[src/rtl/gpio_pkg.sv]
package gpio_pkg;
  // Register banks, in the order their offsets appear in the map
  typedef enum logic [1:0] {
    BANK_DATA = 2'd0,
    BANK_DIR  = 2'd1,
    BANK_INEN = 2'd2
  } bank_e;

  localparam int unsigned NUM_BANKS   = 3;
  localparam int unsigned NUM_ALIASES = 3;  // full, set, clear
  localparam int unsigned NUM_WORDS   = NUM_BANKS * NUM_ALIASES;
endpackage

[src/rtl/gpio_bitreg.sv]
module gpio_bitreg #(
  parameter int unsigned W = 16
) (
  input  logic         clk,
  input  logic         rst,
  input  logic         wr_full,
  input  logic         wr_set,
  input  logic         wr_clr,
  input  logic [W-1:0] wdata,
  output logic [W-1:0] q
);
  always_ff @(posedge clk) begin
    if (rst)          q <= '0;
    else if (wr_full) q <= wdata;
    else if (wr_set)  q <= q | wdata;
    else if (wr_clr)  q <= q & ~wdata;
  end


  set_only_ones_chk: assert property (@(posedge clk) disable iff (rst)
    wr_set && !wr_full |=> q == ($past(q) | $past(wdata)));

  clr_only_ones_chk: assert property (@(posedge clk) disable iff (rst)
    wr_clr && !wr_full && !wr_set |=> q == ($past(q) & ~$past(wdata)));

  hold_when_idle_chk: assert property (@(posedge clk) disable iff (rst)
    !wr_full && !wr_set && !wr_clr |=> $stable(q));
endmodule

[src/rtl/gpio_sync.sv]
module gpio_sync #(
  parameter int unsigned W      = 16,
  parameter int unsigned STAGES = 2
) (
  input  logic         clk,
  input  logic         rst,
  input  logic [W-1:0] d,
  output logic [W-1:0] q
);
  logic [W-1:0] stage_q [STAGES];

  for (genvar s = 0; s < STAGES; s++) begin : g_stage
    if (s == 0) begin : g_first
      always_ff @(posedge clk) stage_q[s] <= rst ? '0 : d;
    end else begin : g_next
      always_ff @(posedge clk) stage_q[s] <= rst ? '0 : stage_q[s-1];
    end
  end

  assign q = stage_q[STAGES-1];
endmodule

[src/rtl/gpio_port.sv]
module gpio_port
  import gpio_pkg::*;
#(
  parameter int unsigned NPINS = 16,
  parameter int unsigned AW    = 6
) (
  input  logic             clk,
  input  logic             rst,
  input  logic [AW-1:0]    addr,
  input  logic             wr_en,
  input  logic [NPINS-1:0] wr_data,
  input  logic             rd_en,
  output logic [NPINS-1:0] rd_data,
  input  logic [NPINS-1:0] pad_in,
  output logic [NPINS-1:0] pad_out,
  output logic [NPINS-1:0] pad_oe
);
  localparam int unsigned WIW = AW - 2;

  logic [WIW-1:0]   word_idx;
  logic             mapped;
  logic [NPINS-1:0] bank_q [NUM_BANKS];
  logic [NPINS-1:0] pin_sync;
  logic [NPINS-1:0] data_view;
  logic [NPINS-1:0] rd_next;

  assign word_idx = addr[AW-1:2];
  assign mapped   = (addr[1:0] == 2'b00) && (int'(word_idx) < NUM_WORDS);

  for (genvar b = 0; b < NUM_BANKS; b++) begin : g_bank
    localparam int unsigned BASE = b * NUM_ALIASES;
    logic hit_full, hit_set, hit_clr;
    assign hit_full = wr_en && mapped && (int'(word_idx) == BASE);
    assign hit_set  = wr_en && mapped && (int'(word_idx) == BASE + 1);
    assign hit_clr  = wr_en && mapped && (int'(word_idx) == BASE + 2);
    gpio_bitreg #(.W(NPINS)) u_reg (
      .clk(clk), .rst(rst),
      .wr_full(hit_full), .wr_set(hit_set), .wr_clr(hit_clr),
      .wdata(wr_data), .q(bank_q[b])
    );
  end

  gpio_sync #(.W(NPINS), .STAGES(2)) u_sync (
    .clk(clk), .rst(rst), .d(pad_in), .q(pin_sync)
  );

  assign data_view = (bank_q[BANK_INEN] & pin_sync) | (~bank_q[BANK_INEN] & bank_q[BANK_DATA]);

  always_comb begin
    rd_next = '0;
    if (mapped) begin
      unique case (int'(word_idx) / NUM_ALIASES)
        0:       rd_next = data_view;
        1:       rd_next = bank_q[BANK_DIR];
        default: rd_next = bank_q[BANK_INEN];
      endcase
    end
  end

  always_ff @(posedge clk) begin
    if (rst)        rd_data <= '0;
    else if (rd_en) rd_data <= rd_next;
  end

  assign pad_out = bank_q[BANK_DATA];
  assign pad_oe  = bank_q[BANK_DIR];


  unmapped_write_chk: assert property (@(posedge clk) disable iff (rst)
    wr_en && !mapped |=> $stable({pad_out, pad_oe, bank_q[BANK_INEN]}));

  unmapped_read_chk: assert property (@(posedge clk) disable iff (rst)
    rd_en && !mapped |=> rd_data == '0);

  dir_alias_read_chk: assert property (@(posedge clk) disable iff (rst)
    rd_en && (addr == AW'(6'h10) || addr == AW'(6'h14)) |=> rd_data == $past(pad_oe));

  read_hold_chk: assert property (@(posedge clk) disable iff (rst)
    !rd_en |=> $stable(rd_data));
endmodule

[config.mk]
export PLATFORM = sky130hd
export DESIGN_NAME = gpio_port
export DESIGN_NICKNAME = d
export VERILOG_FILES = /design/src/rtl/gpio_pkg.sv /design/src/rtl/gpio_bitreg.sv /design/src/rtl/gpio_sync.sv /design/src/rtl/gpio_port.sv
export SDC_FILE = /design/constraint.sdc
export NUM_CORES = 1
export LEC_CHECK = 0
export CORE_AREA = 8 8 97 117
export CTS_CLUSTER_DIAMETER = 50
export CTS_CLUSTER_SIZE = 24
export DETAILED_ROUTE_END_ITERATION = 12
export DIE_AREA = 0 0 105 125
export PLACE_DENSITY_LB_ADDON = 0.25
export SLEW_MARGIN = 20
export SYNTH_ARGS = -nofsm -noshare
export SYNTH_HDL_FRONTEND = slang
export SYNTH_SLANG_ARGS = --single-unit
[constraint.sdc]
create_clock -name clk -period 3.1 [get_ports clk]
set_clock_uncertainty 0.1 [all_clocks]
set_input_delay 0.775 -clock clk [delete_from_list [all_inputs] [get_ports clk]]
set_output_delay 0.775 -clock clk [all_outputs]
set_load 0.03 [all_outputs]
==> Word-level counts from Yosys, hierarchy flattened <==
Memory sizes are Yosys's and may differ from the RTL's.
Index checks and enable logic that the tools add are counted.
{ "classes": {"n_reduce_logical": 17, "n_bitwise": 11, "n_mux": 13, "n_eq_ne": 9, "div_mod_pow": 1, "order_cmp": 1} }
{ "ops": {"columns": ["cell", "count"], "rows": [
  ["$mux 16", 12],
  ["$and 16x16->16", 5],
  ["$or 16x16->16", 4],
  ["$div 4x2->32 const B", 1],
  ["$eq 32x1->1 const B", 1],
  ["$logic_not 32->1", 1],
  ["$not 16->16", 2],
  ["$pmux 16 s2", 1],
  ["$eq 4x3->1 const B", 4],
  ["$logic_and 1x1->1", 11],
  ["$reduce_bool 3->1", 3],
  ["$eq 4x2->1 const B", 2],
  ["$eq 4x1->1 const B", 1],
  ["$eq 4x4->1 const B", 1],
  ["$logic_not 4->1", 1],
  ["$lt 4x4->1 const B", 1],
  ["$logic_not 2->1", 1]
]} }
{ "word_totals": {"input_bits": 42, "memories": 1, "register_bits": 64, "elab_cells": 57, "output_inout_bits": 48, "mem_bits_rw": 32} }
{ "memory_table": {"columns": ["memory", "depth", "word_bits", "rd", "rd_ports_with_merged_regs", "write_ports", "line_no", "rtl"], "rows": [
  ["u_sync.stage_q", 2, 16, 2, 0, 2, "gpio_sync.sv:10", "logic [W-1:0] stage_q [STAGES];"]
]} }

==> Depth between registers and ports, before layout <==
{ "depth": {"word_depth": 7, "depth_mapped": 9, "depth_no_buf": 8} }

==> By module <==
From an unflattened synthesis, not the netlist that was laid out.
{ "unflattened": {"hier_cells": 464, "hier_area_um2": 4296.6} }
{ "modules_own_cells": {"columns": ["module", "n_inst", "seq_area_each_um2", "area_per_inst_um2", "cells_each"], "rows": [
  ["gpio_bitreg", 3, 320.3, 635.6, 73],
  ["gpio_port", 1, 320.3, 1406.3, 162],
  ["gpio_sync", 1, 640.6, 983.4, 83]
]} }

==> Least setup slack after synthesis <==
Ideal clock, no wire load.
{ "synth_timing": {"kind": "input port to flip-flop", "start": "input port addr[5]", "end": "register rd_data[11]", "arrival_ns": 2.351, "required_time_ns": 2.878, "path_buffers": 1, "path_stages": 9, "setup_ns": 0.122, "setup_slack_ns": 0.527, "path_cell_list": "nand2b_1 -> inv_1 -> ha_1 -> ha_1 -> nor2_1 -> and2_1 -> clkbuf_1 -> a311oi_1 -> a221o_1"} }
{ "synth_via": {"elab_chain_cells": 4, "elab_cells_between_ends": 7, "cone_classes": "div (1); order compare (1); eq/ne (1); mux (2); reduce/logical (2)"} }
{ "synth_lines": {"columns": ["element", "line_no", "rtl"], "rows": [
  ["from (decl)", "gpio_port.sv:9", "input logic [AW-1:0] addr,"],
  ["$div 4x2->32", "gpio_port.sv:52", "unique case (int'(word_idx) / NUM_ALIASES)"],
  ["$eq 32x1->1 or $logic_not 32->1 (tied branches)", "gpio_port.sv:52", null],
  ["$pmux 16 s2", "gpio_port.sv:52", null],
  ["$mux 16 *", "gpio_port.sv:51", "if (mapped) begin"],
  ["to (signal assigned)", "gpio_port.sv:62", "else if (rd_en) rd_data <= rd_next;"],
  ["to (decl)", "gpio_port.sv:13", "output logic [NPINS-1:0] rd_data,"]
]} }
Mark *: on every way between the ends. The rest lies on a longest branch, timed or not.
A chain may end at the register's enable or synchronous reset.

==> Worst setup path in the final report <==
{ "layout_timing": {"start": "input port addr[5]", "end": "register rd_data[3]"} }
The elaborated chain is that of the path after synthesis.

==> results.toml <==
[outcome]
outcome = "complete, no violations"

[synthesis]
yosysSeqAreaShare_pct = 46.24
postSynthAreaPerCell_sq_um = 10.34
synth_fp_nets = 446
syn_area_sq_mm = 0.004156
synthCells = 402
ys_types = 43
synth_edf_count = 0
yosys.area.top_type = "dfxtp_1"
async_flop_share_pct = 0
ys.flop_type = "dfxtp_1"
synthTopCellsByArea = "dfxtp_1 (46%), a32o_1 (7.7%), buf_4 (6.1%), nor2b_1 (4.8%), mux2_2 (4.3%)"
yosysTopAreaCellShare_pct = 46.24
synth.most_common_cell = "dfxtp_1"
synth_commonest_cells = "dfxtp_1 (96), buf_4 (34), a32o_1 (32), nor2b_1 (32)"
ys_ff_latch = 96
ys_warn_count = 0

[timing]
fin_crit_sh_pct = 87.38
finalHoldViolCount = 0
rsz0062_at_grt = "false"
hold-worst-slack_ns = 0.3337
maxSlewViolCount = 0
relSlewSlack_pct = 63.83
fin_setup_tns_ns = 0
setup_violations = 0
period_needed_ns = 2.709
worst_pin_slew_ns = 0.5406
fmax_ghz = 0.3692

[power]
p_leak_nw = 1.798
p_switching_w = 0.0006161
p_seq_share_pct = 50.0
power_w = 0.002532
p_clk_share_pct = 40.9
power_density_mw_per_mm2 = 476.4
pwr-share-comb_pct = 9.1
ir_worst_vdd_v = 0.0002482
switching_share_pct = 24.33
p_int_w = 0.001916

[floorplan]
num_rows = 40
start_util_pct = 43.26
fp.dieArea_sq_mm = 0.01313
core_area_sq_mm = 0.009609
die_w_um = 105
ios = 90
die_h_um = 125

[clock_network]
cts_sinks = 96
cts_made_buffers = 9
clock_latency_ns = 0.35
post_cts_buffers = 0
cts_tree = "yes"
clockBufferDepth = 2
cts-root-buf = "clkbuf_16"
htree_num_levels = 3
clkTransAtPathRegs_ns = 0.07

[worst_setup_path]
worstSetupPathType = "primary input to flop"
crit_arrival_ns = 2.85
cp-start-kind = "primary input"
required_ns = 3.24
end_kind = "flop"
crit_fanout = 7

[layout]
multi_input_area_sq_mm = 0.001848
nFillCells = 861
antenna_cells = 0
fin_nets = 512
drive_gt1_share_pct = 13.95
seq_area_sq_mm = 0.001922
syn_to_final_growth_pct = 27.87

[placement]
portBuffers = 89
hpwl_um = 7692
place_congestion = 0.8324

[grt]
antenna_found_initial = 0
grt_max_degree = 31
grt_pass1_wl_um = 18450
grt_usage_pct = 17.59
grt_pass1_vias = 3497
grt-ovfl-total = 0

[detailed_routing]
ant_nets = 0
dr.pass1.iters = 4
via_per_inst = 5.548
drtIter0Drc = 167
drcViolationCount = 0
wl_per_cell_um = 19.01
drt-total-wl_um = 11390
dr_total_vias = 3323

[job]
maxCapViolCount = 0

[min_path]
hp-class = "flop to flop"
-- cell usage in the layout, fill, tap and decap left out, types with 2 or more instances in the layout --
cell,instances
a21boi_0,10
a21oi_1,12
a221o_1,6
a221oi_1,10
a22o_1,16
a311oi_1,6
a31oi_1,6
a32o_1,32
and2_1,2
buf_4,22
clkbuf_16,9
clkdlybuf4s50_1,88
clkinvlp_4,5
dfxtp_1,96
ha_1,2
inv_1,8
mux2_2,16
mux2i_1,11
nand2_1,16
nand2b_1,12
nor2_1,6
nor2b_1,32
nor3_1,11
nor3_2,2
o21ai_0,16
-- power groups by stage --
stage / Combinational, W / Clock [W] / Sequential (W)
2_1_floorplan: 0.000113 / 0 / 0.00129
3_3_place_gp: 0.000224 / 0 / 0.00129
3_5_place_dp: 0.000229 / 0 / 0.00129
4_1_cts: 0.000230 / 0.00106 / 0.00127
5_1_grt: 0.000248 / 0.00110 / 0.00127
6_report: 0.000230 / 0.00104 / 0.00127
-- repair_timing --
action,CTS,global route
endpoints found under the hold margin,0,0
hold buffers,0,0
endpoints found under the setup margin,0,4
gates resized for setup,0,1
-- cell families after synthesis --
| logic type | share of synthesized area (%) |
|---|---|
| AOI/OAI and AO/OA | 23.39 |
| and+or+nand+nor | 13.40 |
| DFF | 46.24 |
| muxes | 6.984 |
| adders and majority gates | 0.6020 |
| buffers and inverters | 9.392 |
-- through the flow --
stage          setup WS, ns  utilization, %  instances  instance area (sq um)
2_1_floorplan        0.5268               -        402                   4156
3_3_place_gp        0.04103           52.33        583                   5029
3_5_place_dp        -0.1394           52.33        583                   5029
4_1_cts              0.2230           55.27        599                   5311
5_1_grt              0.2327           55.31        599                   5315
6_report             0.3912           55.31        599                   5315
-- metal layers --
layer | vias up | part of all wire [%] | global-route usage [%]
li1 | 1606 | - | -
met3 | 20 | 6.0 | 3.546
met2 | 106 | 48 | 27.45
met5 | - | 0 | 0
met4 | 0 | 2.5 | 11.45
met1 | 1591 | 43 | 21.54
-- worst max-delay path, cell delays in order --
cell	delay, ns
clkdlybuf4s50_1	0.47
nand2b_1	0.13
inv_1	0.05
ha_1	0.17
ha_1	0.19
nor2_1	0.15
buf_4	0.20
and2_1	0.29
a311oi_1	0.14
a221o_1	0.27
-- final cells by class --
cell class,instances,area share [%]
clock buffers,9,4.237
repair buffers,112,20.15
flip-flops and latches,96,36.16
inverters,9,0.6356
well taps,126,2.966
clock inverters,7,1.083
multi-input cells,240,34.77
-- final timing paths --
kind              slack, ns                            start                          endpoint  cells past startpoint
setup reg to reg       1.96                             flop          rd_data[15]$_SDFFE_PP0P_                      4
hold reg to reg        0.33  u_sync.stage_q[0][5]$_SDFF_PP0_  u_sync.stage_q[0][21]$_SDFF_PP0_                      1
setup / recovery       0.39                          addr[5]           rd_data[3]$_SDFFE_PP0P_                     10
hold / removal         0.33  u_sync.stage_q[0][5]$_SDFF_PP0_  u_sync.stage_q[0][21]$_SDFF_PP0_                      1
Note: power is estimated with default switching activity, not from simulation.
